===== config.mk =====
export PLATFORM = sky130hd
export DESIGN_NAME = mcs_sequencer
export DESIGN_NICKNAME = d
export VERILOG_FILES = /design/src/rtl/mcs_sequencer.sv
export SDC_FILE = /design/constraint.sdc
export NUM_CORES = 1
export LEC_CHECK = 0
export BUFFER_PORTS_ARGS = -buffer_cell sky130_fd_sc_hd__buf_2
export CAP_MARGIN = 20
export CELL_PAD_IN_SITES_DETAIL_PLACEMENT = 0
export CELL_PAD_IN_SITES_GLOBAL_PLACEMENT = 1
export CORE_MARGIN = 4
export CORE_UTILIZATION = 47
export CTS_BUF_LIST = sky130_fd_sc_hd__clkbuf_4
export DETAILED_ROUTE_END_ITERATION = 12
export GPL_TIMING_DRIVEN = 0
export PLACE_DENSITY_LB_ADDON = 0.1
export RECOVER_POWER = 100
export SLEW_MARGIN = 40
export SYNTH_ARGS = -nofsm -noshare
export SYNTH_HDL_FRONTEND = slang
export SYNTH_SLANG_ARGS = --single-unit

===== constraint.sdc =====
create_clock -name clk -period 5.65 [get_ports clk]
set_input_delay 0.565 -clock clk [delete_from_list [all_inputs] [get_ports clk]]
set_output_delay 0.565 -clock clk [all_outputs]
set_load 0.05 [all_outputs]

===== src/rtl/mcs_sequencer.sv =====
module mcs_sequencer #(
  parameter int NCH   = 8,
  parameter int DW    = 14,
  parameter int FIRST = 17,
  parameter int GAP   = 3
) (
  input  logic                   clk,
  input  logic                   rst_n,
  input  logic                   shdn,
  input  logic                   cs_n,
  input  logic                   wr_n,
  input  logic [NCH-1:0]         din,
  input  logic                   conv_n,
  output logic                   eoc_n,
  output logic                   eolc_n,
  output logic [DW-1:0]          res_data,
  output logic [$clog2(NCH)-1:0] res_chan
);
  localparam int CW = $clog2(NCH);
  localparam int TW = $clog2(FIRST);
  localparam int RW = DW - CW;

  logic [NCH-1:0] cfg, pend, pend_rest;
  logic           wr_q, conv_q, busy;
  logic [TW-1:0]  tmr;
  logic [RW-1:0]  run;
  logic [CW-1:0]  low_idx;

  wire wr_edge   = !cs_n && wr_n && !wr_q;
  wire conv_rise = conv_n && !conv_q;
  wire conv_fall = !conv_n && conv_q;
  wire start     = conv_rise && !shdn;

  assign pend_rest = pend & (pend - 1'b1);

  always_comb begin
    low_idx = '0;
    for (int i = NCH - 1; i >= 0; i--)
      if (pend[i]) low_idx = CW'(i);
  end

  always_ff @(posedge clk) begin
    if (!rst_n) begin
      cfg      <= '0;
      pend     <= '0;
      wr_q     <= 1'b1;
      conv_q   <= 1'b1;
      busy     <= 1'b0;
      tmr      <= '0;
      run      <= '0;
      eoc_n    <= 1'b1;
      eolc_n   <= 1'b1;
      res_data <= '0;
      res_chan <= '0;
    end else begin
      wr_q   <= wr_n;
      conv_q <= conv_n;
      eoc_n  <= 1'b1;
      if (wr_edge) cfg <= din;
      if (conv_fall) eolc_n <= 1'b1;
      if (shdn || conv_fall) begin
        busy <= 1'b0;
      end else if (start) begin
        run  <= run + 1'b1;
        pend <= cfg;
        tmr  <= TW'(FIRST - 1);
        busy <= |cfg;
        if (cfg == '0) eolc_n <= 1'b0;
      end else if (busy) begin
        if (tmr == '0) begin
          eoc_n    <= 1'b0;
          res_chan <= low_idx;
          res_data <= {low_idx, run};
          pend     <= pend_rest;
          tmr      <= TW'(GAP - 1);
          if (pend_rest == '0) begin
            busy   <= 1'b0;
            eolc_n <= 1'b0;
          end
        end else begin
          tmr <= tmr - 1'b1;
        end
      end
    end
  end
endmodule


## Yosys cells after proc, flatten, opt, wreduce, memory -nomap -nowiden

Cells that the tools add are included.

- Add/subtract/negate cells: 3
- Multipliers: 0
- Divide/modulo/power cells: 0
- Magnitude comparators: 0
- Eq/ne operators: 0
- Shift operators: 0
- Muxes and demuxes: 26
- Bitwise operators: 5
- Reduce and logical (&&, ||, !) cells: 23

Operator list:

| operator | count |
|---|---|
| 3-bit two-way mux | 8 |
| 8-bit two-way mux | 3 |
| 8-bit zero test | 2 |
| 5-bit two-way mux | 3 |
| 1-bit two-way mux | 12 |
| 11-bit by 1-bit adder with 11-bit output, second input constant | 1 |
| 8-bit AND | 1 |
| 8-bit OR reduction | 1 |
| 8-bit by 1-bit subtractor with 8-bit output, second input constant | 1 |
| 1-bit logical AND | 5 |
| 1-bit zero test | 5 |
| 5-bit zero test | 1 |
| 5-bit by 1-bit subtractor with 5-bit output, second input constant | 1 |
| 1-bit inverter | 4 |
| 2-bit AND reduction | 2 |
| 4-bit AND reduction | 1 |
| 2-bit nonzero test | 2 |
| 4-bit OR reduction | 1 |
| 3-bit AND reduction | 1 |
| 2-bit OR reduction | 1 |
| 1-bit logical OR | 1 |

- Flip-flop bits (word level): 54
- Bits in latches: 0
- Memory bits (writable): 0
- ROM bits: 0
- Input port bits: 14
- Output and inout bits: 19
- Memories kept: 0

## Logic depth before layout (Yosys ltp)

Gate-level depths: netlist (run 1).

- Depth in word-level cells: 8
- Gate-level depth with buffers: 9

## Worst setup path before layout (run 1)

OpenSTA, ideal clock, no wires.

- Path kind: flip-flop to flip-flop
- Start point: register tmr[0]
- End point: register res_data[11]
- Data arrival time: 2.056 ns
- Path slack: 3.468 ns
- Stages on the path, launching flop included: 10
- Path buffers: 3
- Clock period less this slack: 2.182 ns
- Path through: dfxtp_1 -> inv_1 -> ha_1 -> or4b_1 -> buf_2 -> or4_4 -> buf_6 -> buf_2 -> nand3_1 -> o41ai_2

- Word-level cells in the longest chain between the ends: 2

RTL lines:

| element | line | text |
|---|---|---|
| from (decl) | 25 | `logic [TW-1:0] tmr;` |
| from (signal assigned) | 66 | `tmr <= TW'(FIRST - 1);` |
| from (signal assigned) | 75 | `tmr <= TW'(GAP - 1);` |
| from (signal assigned) | 81 | `tmr <= tmr - 1'b1;` |
| 5-bit zero test | 70 | `if (tmr == '0) begin` |
| 4-bit AND reduction (no source line) | - |  |
| to (signal assigned) | 73 | `res_data <= {low_idx, run};` |
| to (decl) | 16 | `output logic [DW-1:0] res_data,` |

Every way passes these cells.
A chain may end at the register's enable or synchronous reset.

## Worst setup path in the final report (run 1)

Same ends and word-level chain as after synthesis.

==> impl_results.md, run 1 <==
* Max clock buf depth at 2
* Layout cell share with drive strength beyond 1 at slightly below 8%
* First-pass GRT wire length at 8749 um
* Most frequent cells in the layout: dfxtp_1 (51), nand2_1 (43), clkbuf_1 (36), a21oi_1 (32), nor2_1 (31)
* Vias in the first global route at 1,825
* Iteration-0 DRC Markers at 140
* Pwr/cell area at approximately 230 nW/um2
* H-tree depth at 2
* Hold Crit Class: in2reg
* Total GRT Usage at between 10% and 20%
* Antenna viol nets, final at 0
* Initial core utilization at around half
* RSZ-0062 raised after global routing: false
* P_leak at 0.8770 nW
* Chip width at approximately 77 um
* TritonRoute pass-1 iters at 4
* Drt wl/cell at about 14 um
* Worst EP required at around 5.9 ns
* Asr flop ratio synth at 0%
* CTS buffer count at 5
* Reg clk slew, reported paths at 0.15 ns
* Post-CTS sizing at 0
* Final std cells w/o fill at 370
* I/O Buffers at 32
* CTS tree: yes
* Via count at 1,993
* Initial antenna violation count at 0
* Post-synth top flop: dfxtp_1
* Place WS at between 3 and 4 ns
* Critical path type: reg2reg
* # IOs at 33
* # hold bufs at CTS at 0
* Reg2Reg Depth at 9
* CP arrival at slightly below 3 ns
* Status: finished clean
* Yosys reg bits at slightly above 50
* Die Ht at between 70 and 80 um
* Placer Congestion at around 0.81
* Nets at around 330
* Yosys cell types at 41
* FF-to-FF End: res_data[11]$_SDFFE_PN0P_
* Synthesized instance count at about 280
* Maximum Capacitance Violations at 0
* Worst slew margin at about three fifths
* Setup violators final at 0
* Grt total ovfl at 0
* Most common cell after layout, fill and taps aside: dfxtp_1
* EDFF count, synth at 0
* Final worst-path cycle share at roughly 47%
* Drc violations at 0
* Clock skew at around 0.0073 ns
* Area leader, netlist: dfxtp_1
* Die Area at between 5000 and 6000 um2
* Final hold vios at 0
* Crit path from: tmr[0]$_SDFFE_PN0P_
* Routed Wire Length at between 5000 and 6000 um
* Postcts setup bufs at 0
* Worst vdd rail ir drop at roughly 0.15 mV
* PnR worst setup slack at 3.015 ns
* Power, Total at approximately 0.00057 W
* Via/cell ratio at around 5.4
* Sequential fraction of the synthesis area at 45.26%
* Crit Path Max Fanout at 10
* Placeable Area at between 4000 and 5000 um2
* Critical Path Sink: res_data[11]$_SDFFE_PN0P_
* Largest net degree at the start of global routing at 17
* Area growth syn-to-layout at 10.43%
* Avg Cell Area, Syn at between 8 and 9 um2
* Skew-Pair Late Insertion Delay at 0.36 ns
* Fmax at 379.5 MHz
* Slew Limit Fails at 0
* Ant diodes at 0
* Post-synth top area share at a little under half
* DP HPWL at about 3700 um
* Worst Max-Slew Pin Slew at roughly 0.62 ns
* Placed cells at ~360
* Std-Cell Rows at 24
* Worst R2R Setup Slack at just over 3 ns
* Layout fillers at 480
* Clock Sinks at 51
* Setup TNS at 0 ns
* Top cells by area, synth: dfxtp_1 (45%), nand2_1 (7.2%), a21oi_1 (7.1%)
* Ys Warns at 0
* Synth Net Count at just under 300
* FF-to-FF Start: tmr[0]$_SDFFE_PN0P_
* Crit start category: register
* Synth Cell Area at around 2300 um2
* Final min period at ~2.6 ns
* CP endpoint kind: register
* Root buffer cell: clkbuf_4
-- stage by stage --
stage / area (um2) / hold WS (ns) / util (%)
final: 2491 / 0.3917 / 55.31
after global routing: 2491 / 0.3572 / 55.31
after CTS: 2537 / 0.3772 / 56.33
after detailed placement: 2481 / 0.4427 / 55.08
after global placement: 2481 / 0.4362 / 55.08
after floorplan: 2256 / 0.4415 / -
-- how the worst min path moves through the flow --
stage | start | slack, ns | end | cells after the start
CTS | wr_n | 0.38 | wr_q$_SDFF_PN1_ | 2
global placement | res_data[5]$_SDFFE_PN0P_ | 0.44 | res_data[5]$_SDFFE_PN0P_ | 2
detailed placement | res_data[5]$_SDFFE_PN0P_ | 0.44 | res_data[5]$_SDFFE_PN0P_ | 2
floorplan | run[10]$_SDFFE_PN0P_ | 0.44 | res_data[10]$_SDFFE_PN0P_ | 2
global route | wr_n | 0.36 | wr_q$_SDFF_PN1_ | 2
finish | wr_n | 0.39 | wr_q$_SDFF_PN1_ | 2
-- registers in the layout (all words and copies together), names as in the netlist --
| register | flops |
|---|---|
| run | 11 |
| wr_q | 1 |
| cfg | 8 |
| res_data | 14 |
| conv_q | 1 |
| tmr | 5 |
| eoc_n | 1 |
| eolc_n | 1 |
| busy | 1 |
| pend | 8 |
-- layout make-up --
cell class | instances | area (um2) | share of cell area, %
Inverter | 8 | 30.03 | 1.205
Timing Repair Buffer | 32 | 135.1 | 5.424
Clock buffer | 5 | 37.54 | 1.507
Buffer | 19 | 82.58 | 3.315
Multi-Input combinational cell | 200 | 1101 | 44.20
Sequential cell | 51 | 1021 | 40.98
Clock inverter | 3 | 18.77 | 0.7534
Tap cell | 52 | 65.06 | 2.612
-- critical path, stage by stage (launching register included) --
cell      delay, ns
dfxtp_1        0.36
inv_1          0.06
ha_1           0.18
or4b_1         0.43
clkbuf_1       0.22
or4_1          0.54
clkbuf_1       0.22
clkbuf_1       0.29
nand3_1        0.16
o41ai_1        0.07
-- where the power goes --
part	internal, W	switching, W	leakage (nW)
Clock	0.0000490	0.000113	0.0354
Combinational	0.0000150	0.0000252	0.430
Sequential	0.000364	0.00000353	0.412
Total	0.000428	0.000142	0.877
-- synth_stat cells (2+ instances only) --
library cell and number:
clkbuf_1 12, nand4_1 3, ha_1 2, buf_2 2
nor4_1 5, dfxtp_1 51, or3_1 7, xor2_1 7
nor2b_1 2, a2111oi_0 2, o21ai_0 17, nor3b_1 2
nor2_1 31, buf_4 3, nand2b_1 2, and3_1 2
a21oi_1 32, xnor2_1 2, mux2i_1 8, a31oi_1 2
nor3_1 3, maj3_1 2, o31ai_1 2, inv_1 8
nand2_1 43, nand3_1 11
-- logic make-up (layout without fill, tap and decap cells) --
kind of cell / Yosys count / in the layout / share of synthesized area (%)
muxes: 8 / 8 / 3.550
DFF: 51 / 51 / 45.26
adders and majority gates: 4 / 4 / 1.997
AOI/OAI and AO/OA: 62 / 62 / 16.03
and+or+nand+nor: 117 / 117 / 24.24
buffers and inverters: 27 / 67 / 5.435
xor gates and xnor gates: 9 / 9 / 3.494
-- per-layer routing --
layer	vias up	global-route usage, %	wire length, um
met4	0	4.093	38
met1	902	26.85	2495
met2	39	25.99	2239
met5	-	0	0
li1	1047	-	-
met3	5	4.098	260
(Power assumes the default switching activity.)
==> inputs of run 2 (changes only) <==
--- a/config.mk
+++ b/config.mk
@@ -10,7 +10,7 @@
 export CELL_PAD_IN_SITES_DETAIL_PLACEMENT = 0
 export CELL_PAD_IN_SITES_GLOBAL_PLACEMENT = 1
 export CORE_MARGIN = 4
-export CORE_UTILIZATION = 47
+export CORE_UTILIZATION = 43
 export CTS_BUF_LIST = sky130_fd_sc_hd__clkbuf_4
 export DETAILED_ROUTE_END_ITERATION = 12
 export GPL_TIMING_DRIVEN = 0
==> constraint.sdc (replaced) <==
create_clock -name clk -period 2.51 [get_ports clk]
set_input_delay 0.251 -clock clk [delete_from_list [all_inputs] [get_ports clk]]
set_output_delay 0.251 -clock clk [all_outputs]
set_load 0.05 [all_outputs]
==> impl_results.md, run 2 (synthesis results as in run 1) <==
* Reg clk slew, reported paths at 0.14 ns (was 0.15 ns)
* Nets at 333 (unchanged)
* DP HPWL at 3800 um (was 3676 um)
* Drt wl/cell at 13.39 um (was 13.60 um)
* Worst path bufs/invs at 4 (unchanged)
* Grt total ovfl at 0 (unchanged)
* Final std cells w/o fill at 388 (was 370)
* Final hold vios at 0 (unchanged)
* Slew Limit Fails at 0 (unchanged)
* Std-Cell Rows at 26 (was 24)
* Ant diodes at 0 (unchanged)
* RSZ-0062 raised after global routing: false (unchanged)
* Initial core utilization at 44.17% (was 50.08%)
* Placer Congestion at 0.8250 (was 0.8084)
* Via count at 2,000 (was 1,993)
* Status: finished clean (unchanged)
* Placed instance area at 2504 um2 (was 2481 um2)
* Setup TNS at 0 ns (unchanged)
* CTS buffer count at 5 (unchanged)
* Worst slew margin at 55.03% (was 58.64%)
* Placeable Area at 5107 um2 (was 4504 um2)
* Power, Total at 0.001498 W (was 0.0005700 W)
* CP endpoint kind: register (unchanged)
* CP max-delay cell: or4_4 (was or4_1)
* Grt met2 use at 25.66% (was 25.99%)
* TritonRoute pass-1 iters at 4 (unchanged)
* Via/cell ratio at 5.155 (was 5.386)
* Most common cell after layout, fill and taps aside: dfxtp_1 (unchanged)
* Switching Share at 21.51% (was 24.94%)
* Most frequent CP cell: buf_2 (was clkbuf_1)
* Die Area at 6469 um2 (was 5972 um2)
* Layout cell share with drive strength beyond 1 at 9.434% (was 7.862%)
* Cell area after layout at 2580 um2 (was 2491 um2)
* Clock skew at 0.01585 ns (was 0.007314 ns)
* Max reg flops at 14 (unchanged)
* Worst vdd rail ir drop at 0.3461 mV (was 0.1518 mV)
* Clock Sinks at 51 (unchanged)
* GRT met1 Usage at 25.41% (was 26.85%)
* Vias in the first global route at 1,784 (was 1,825)
* Critical path type: reg2reg (unchanged)
* Crit Path Max Fanout at 10 (unchanged)
* P_leak at 0.9177 nW (was 0.8770 nW)
* Placed cells at 380 (was 362)
* GR peak layer: met2 (was met1)
* Met3 Use GR at 3.812% (was 4.098%)
* Clk pwr share at 38.6% (was 28.5%)
* Final worst-path cycle share at 94.74% (was 46.63%)
* Delay-heaviest family, CP: simple AND/OR/NAND/NOR gates (unchanged)
* Fmax at 420.5 MHz (was 379.5 MHz)
* Routed Wire Length at 5194 um (was 5033 um)
* Pwr/cell area at 580.6 nW/um2 (was 228.8 nW/um2)
* Skew-Pair Late Insertion Delay at 0.37 ns (was 0.36 ns)
* Crit-path max cell delay at 0.52 ns (was 0.54 ns)
* Largest net degree at the start of global routing at 16 (was 17)
* Chip width at 80.43 um (was 77.28 um)
* Worst Max-Slew Pin Slew at 0.6731 ns (was 0.6191 ns)
* Total GRT Usage at 17.46% (was 17.95%)
* # IOs at 33 (unchanged)
* Maximum Capacitance Violations at 0 (unchanged)
* Postcts setup bufs at 0 (unchanged)
* Hold Crit Class: in2reg (unchanged)
* Crit start category: register (unchanged)
* Iteration-0 DRC Markers at 98 (was 140)
* CTS tree: yes (unchanged)
* CP cell instances: inv_1 -> ha_1 -> or4b_1 -> buf_2 -> or4_4 -> buf_6 -> buf_2 -> nand3_1 -> o41ai_2 (was inv_1 -> ha_1 -> or4b_1 -> clkbuf_1 -> or4_1 -> clkbuf_1 -> clkbuf_1 -> nand3_1 -> o41ai_1)
* CP arrival at 2.64 ns (was 2.89 ns)
* PnR worst setup slack at 0.1320 ns (was 3.015 ns)
* H-tree depth at 2 (unchanged)
* Internal at 0.001176 W (was 0.0004279 W)
* Worst EP required at 2.78 ns (was 5.91 ns)
* Antenna viol nets, final at 0 (unchanged)
* First-pass GRT wire length at 8707 um (was 8749 um)
* Setup violators final at 0 (unchanged)
* Reg power frac at 55.2% (was 64.5%)
* Reg with most FFs: res_data (unchanged)
* Regs by FF count: res_data (14), run (11) (unchanged)
* Root buffer cell: clkbuf_4 (unchanged)
* Final min period at 2.378 ns (was 2.635 ns)
* Place WS at 0.1413 ns (was 3.104 ns)
* Area growth syn-to-layout at 14.36% (was 10.43%)
* Net Switching at 0.0003222 W (was 0.0001421 W)
* Initial antenna violation count at 0 (unchanged)
* Max clock buf depth at 2 (unchanged)
* Most frequent cells in the layout: dfxtp_1 (51), nand2_1 (43), clkbuf_1 (32), a21oi_1 (32), nor2_1 (31) (was dfxtp_1 (51), nand2_1 (43), clkbuf_1 (36), a21oi_1 (32), nor2_1 (31))
* Combinational share of power at 6.2% (was 7.1%)
* I/O Buffers at 32 (unchanged)
* Die Ht at 80.43 um (was 77.28 um)
* Drc violations at 0 (unchanged)
run 2: cell types whose count changed in the layout (fill, tap and decap cells not counted), sizes merged:
cell    delta
clkinv     -2
clkbuf     -2
inv        -1
bufinv     +2
buf        +3
run 2: path summary, 6_finish.rpt:
check / depth (start not counted) / slack [ns] / endpoint / start
max: 9 / 0.13 / res_data[11]$_SDFFE_PN0P_ / tmr[0]$_SDFFE_PN0P_
min: 2 / 0.07 / wr_q$_SDFF_PN1_ / wr_n
max reg2reg: 9 / 0.13 / res_data[11]$_SDFFE_PN0P_ / tmr[0]$_SDFFE_PN0P_
min reg2reg: 2 / 0.46 / res_data[1]$_SDFFE_PN0P_ / res_data[1]$_SDFFE_PN0P_
run 2: power groups by stage:
stage	Clock (W)	Combinational, W	Sequential (W)
2_1_floorplan	0	0.0000607	0.000844
5_1_grt	0.000632	0.000105	0.000829
6_report	0.000578	0.0000928	0.000827
4_1_cts	0.000599	0.0000940	0.000827
3_3_place_gp	0	0.0000928	0.000845
3_5_place_dp	0	0.0000938	0.000844
run 2: final cells by class:
class | count | area [um2]
repair buffers | 32 | 135.1
plain buffers | 19 | 93.84
clock buffers | 6 | 45.04
well taps | 70 | 87.58
clock inverters | 2 | 60.06
multi-input cells | 200 | 1107
fillers | 538 | 2527
flip-flops and latches | 51 | 1021
inverters | 8 | 30.03
run 2: through the flow:
stage,hold slack (ns),util [%]
after detailed placement,0.4402,49.02
after global routing,0.06123,50.51
after CTS,0.05219,51.08
after floorplan,0.3240,-
final,0.06769,50.51
after global placement,0.4380,49.02
run 2: what timing repair did:
item | in CTS | in global routing
endpoints found under the hold margin | 0 | 0
hold buffers | 0 | 0
setup endpoints to repair | 0 | 10
gates resized for setup | 0 | 2
run 2: per-layer routing:
metal	part of all wire (%)	wire length, um	up-vias
met4	1.2	64	0
met1	52	2721	920
met3	4.6	239	6
met5	0	0	-
met2	42	2168	36
li1	-	-	1038
==> inputs of run 3 (changes only) <==
--- a/config.mk
+++ b/config.mk
@@ -5,17 +5,18 @@
 export SDC_FILE = /design/constraint.sdc
 export NUM_CORES = 1
 export LEC_CHECK = 0
-export BUFFER_PORTS_ARGS = -buffer_cell sky130_fd_sc_hd__buf_2
+export BUFFER_PORTS_ARGS = -buffer_cell sky130_fd_sc_hd__buf_4
 export CAP_MARGIN = 20
 export CELL_PAD_IN_SITES_DETAIL_PLACEMENT = 0
 export CELL_PAD_IN_SITES_GLOBAL_PLACEMENT = 1
 export CORE_MARGIN = 4
-export CORE_UTILIZATION = 43
+export CORE_UTILIZATION = 28
 export CTS_BUF_LIST = sky130_fd_sc_hd__clkbuf_4
 export DETAILED_ROUTE_END_ITERATION = 12
 export GPL_TIMING_DRIVEN = 0
 export PLACE_DENSITY_LB_ADDON = 0.1
 export RECOVER_POWER = 100
+export SETUP_SLACK_MARGIN = 0.2
 export SLEW_MARGIN = 40
 export SYNTH_ARGS = -nofsm -noshare
 export SYNTH_HDL_FRONTEND = slang
==> impl_results.md, run 3 (synthesis results as in run 1) <==
* Status: finished clean (unchanged)
* Largest net degree at the start of global routing at 17 (was 16)
* First-pass GRT wire length at 9970 um (was 8707 um)
* Worst Max-Slew Pin Slew at 0.6283 ns (was 0.6731 ns)
* Crit-path max cell delay at 0.53 ns (was 0.52 ns)
* Max reg flops at 14 (unchanged)
* Nets at 338 (was 333)
* Drc violations at 0 (unchanged)
* Die Ht at 97.76 um (was 80.43 um)
* Clock skew at 0.01445 ns (was 0.01585 ns)
* Vias in the first global route at 1,904 (was 1,784)
* H-tree depth at 2 (unchanged)
* # IOs at 33 (unchanged)
* Initial antenna violation count at 0 (unchanged)
* WL met2 at 2633 um (was 2168 um)
* Crit Path Max Fanout at 10 (unchanged)
* I/O Buffers at 32 (unchanged)
* Final worst-path cycle share at 88.64% (was 94.74%)
* Antenna viol nets, final at 0 (unchanged)
* Reg clk slew, reported paths at 0.16 ns (was 0.14 ns)
* Maximum Capacitance Violations at 0 (unchanged)
* Placer Congestion at 0.7694 (was 0.8250)
* Sequential Area at 1021 um2 (unchanged)
* Setup violators final at 0 (unchanged)
* Hold Crit Class: in2reg (unchanged)
* Placeable Area at 7767 um2 (was 5107 um2)
* Iteration-0 DRC Markers at 61 (was 98)
* Drt wl/cell at 13.93 um (was 13.39 um)
* Ant diodes at 0 (unchanged)
* Chip width at 97.76 um (was 80.43 um)
* Final core occ at 34.33% (was 50.51%)
* DP HPWL at 4344 um (was 3800 um)
* Fmax at 449.5 MHz (was 420.5 MHz)
* Reg with most FFs: res_data (unchanged)
* Max clock buf depth at 2 (unchanged)
* Worst vdd rail ir drop at 0.2067 mV (was 0.3461 mV)
* Routed Wire Length at 5922 um (was 5194 um)
* CTS tree: yes (unchanged)
* Root buffer cell: clkbuf_4 (unchanged)
* Worst path bufs/invs at 4 (unchanged)
* Skew-Pair Late Insertion Delay at 0.37 ns (about the same)
* CTS buffer count at 5 (unchanged)
* CP cell instances: inv_1 -> ha_1 -> or4b_1 -> clkbuf_1 -> or4_4 -> buf_8 -> buf_6 -> nand3_1 -> o41ai_1 (was inv_1 -> ha_1 -> or4b_1 -> buf_2 -> or4_4 -> buf_6 -> buf_2 -> nand3_1 -> o41ai_2)
* Total GRT Usage at 12.88% (was 17.46%)
* CP max-delay cell: or4_4 (unchanged)
* DR top layer: met4 (unchanged)
* Regs by FF count: res_data (14), run (11) (unchanged)
* Clock Sinks at 51 (unchanged)
* Critical path type: reg2reg (unchanged)
* Worst EP required at 2.79 ns (was 2.78 ns)
* Hold slack at 0.08696 ns (was 0.06769 ns)
* Most common cell after layout, fill and taps aside: dfxtp_1 (unchanged)
* DRT met1 WL at 2998 um (was 2721 um)
* TritonRoute pass-1 iters at 4 (unchanged)
* Std-Cell Rows at 32 (was 26)
* Worst slew margin at 58.29% (was 55.03%)
* P_leak at 0.9361 nW (was 0.9177 nW)
* # hold bufs at CTS at 0 (unchanged)
* Via count at 2,021 (was 2,000)
* Setup TNS at 0 ns (unchanged)
* Area of the multi-input gates at 1105 um2 (was 1107 um2)
* Die Area at 9557 um2 (was 6469 um2)
* Layout cell share with drive strength beyond 1 at 10.22% (was 9.434%)
* Layout fillers at 884 (was 538)
* Pwr/cell area at 534.2 nW/um2 (was 580.6 nW/um2)
* Delay-heaviest family, CP: simple AND/OR/NAND/NOR gates (unchanged)
* Final hold vios at 0 (unchanged)
* Slew Limit Fails at 0 (unchanged)
* Initial core utilization at 29.04% (was 44.17%)
* Via/cell ratio at 4.755 (was 5.155)
* Final min period at 2.225 ns (was 2.378 ns)
* Area growth syn-to-layout at 18.19% (was 14.36%)
* Grt total ovfl at 0 (unchanged)
* CP endpoint kind: register (unchanged)
* RSZ-0062 raised after global routing: true (was false)
* CP arrival at 2.51 ns (was 2.64 ns)
* Wire length on met3 at 229 um (was 239 um)
* Crit start category: register (unchanged)
* Most frequent cells in the layout: dfxtp_1 (51), nand2_1 (43), clkbuf_1 (34), a21oi_1 (32), nor2_1 (31) (was dfxtp_1 (51), nand2_1 (43), clkbuf_1 (32), a21oi_1 (32), nor2_1 (31))
[run 3: cell types whose count changed in the layout (fill, tap and decap cells not counted), sizes merged]
cell and change:
clkinv +2, clkbuf +2, bufinv -1, buf +2
[run 3: area by class of cell]
type / count / area share (%)
sequential: 51 / 38.29
timing repair buffer: 37 / 7.461
clock inverter: 3 / 1.642
buffer: 19 / 3.848
multi-input combinational: 200 / 41.44
inverter: 8 / 1.126
clock buffer: 5 / 1.408
tap: 102 / 4.786
[run 3: worst paths after layout]
| check | startpoint | endpoint | slack (ns) | depth (start not counted) |
|---|---|---|---|---|
| max | tmr[1]$_SDFFE_PN0P_ | res_data[11]$_SDFFE_PN0P_ | 0.29 | 9 |
| min reg2reg | res_data[5]$_SDFFE_PN0P_ | res_data[5]$_SDFFE_PN0P_ | 0.46 | 2 |
| min | wr_n | wr_q$_SDFF_PN1_ | 0.09 | 2 |
| max reg2reg | tmr[1]$_SDFFE_PN0P_ | res_data[11]$_SDFFE_PN0P_ | 0.29 | 9 |
[run 3: power by group]
part           leakage, nW  switching (W)  internal [W]  total (W)
Clock               0.0452       0.000279      0.000210   0.000490
Sequential           0.412     0.00000793      0.000819   0.000827
Combinational        0.479      0.0000614     0.0000458   0.000107
[run 3: timing repair]
item / 4_1_cts / 5_1_grt
pin swaps: 0 / 2
setup buffers: 2 / 3
setup endpoints to repair: 12 / 22
cloned: 0 / 0
gates resized for setup: 8 / 4
[run 3: per-stage QoR]
stage                     power (W)  setup slack (ns)  cell area, um2  std cells
after global placement    0.0009468           0.07486            2624        412
after detailed placement  0.0009468            0.1108            2624        412
after CTS                  0.001456            0.2044            2739        422
after global routing       0.001488            0.1272            2666        425
final                      0.001424            0.2851            2666        425
after floorplan           0.0009049            0.3279            2256        278
[run 3: routing by layer]
layer  GRT usage (%)  up-vias
li1                -     1057
met1           18.15      923
met2           19.82       35
met3           3.000        6
met4           3.514        0
met5               0        -
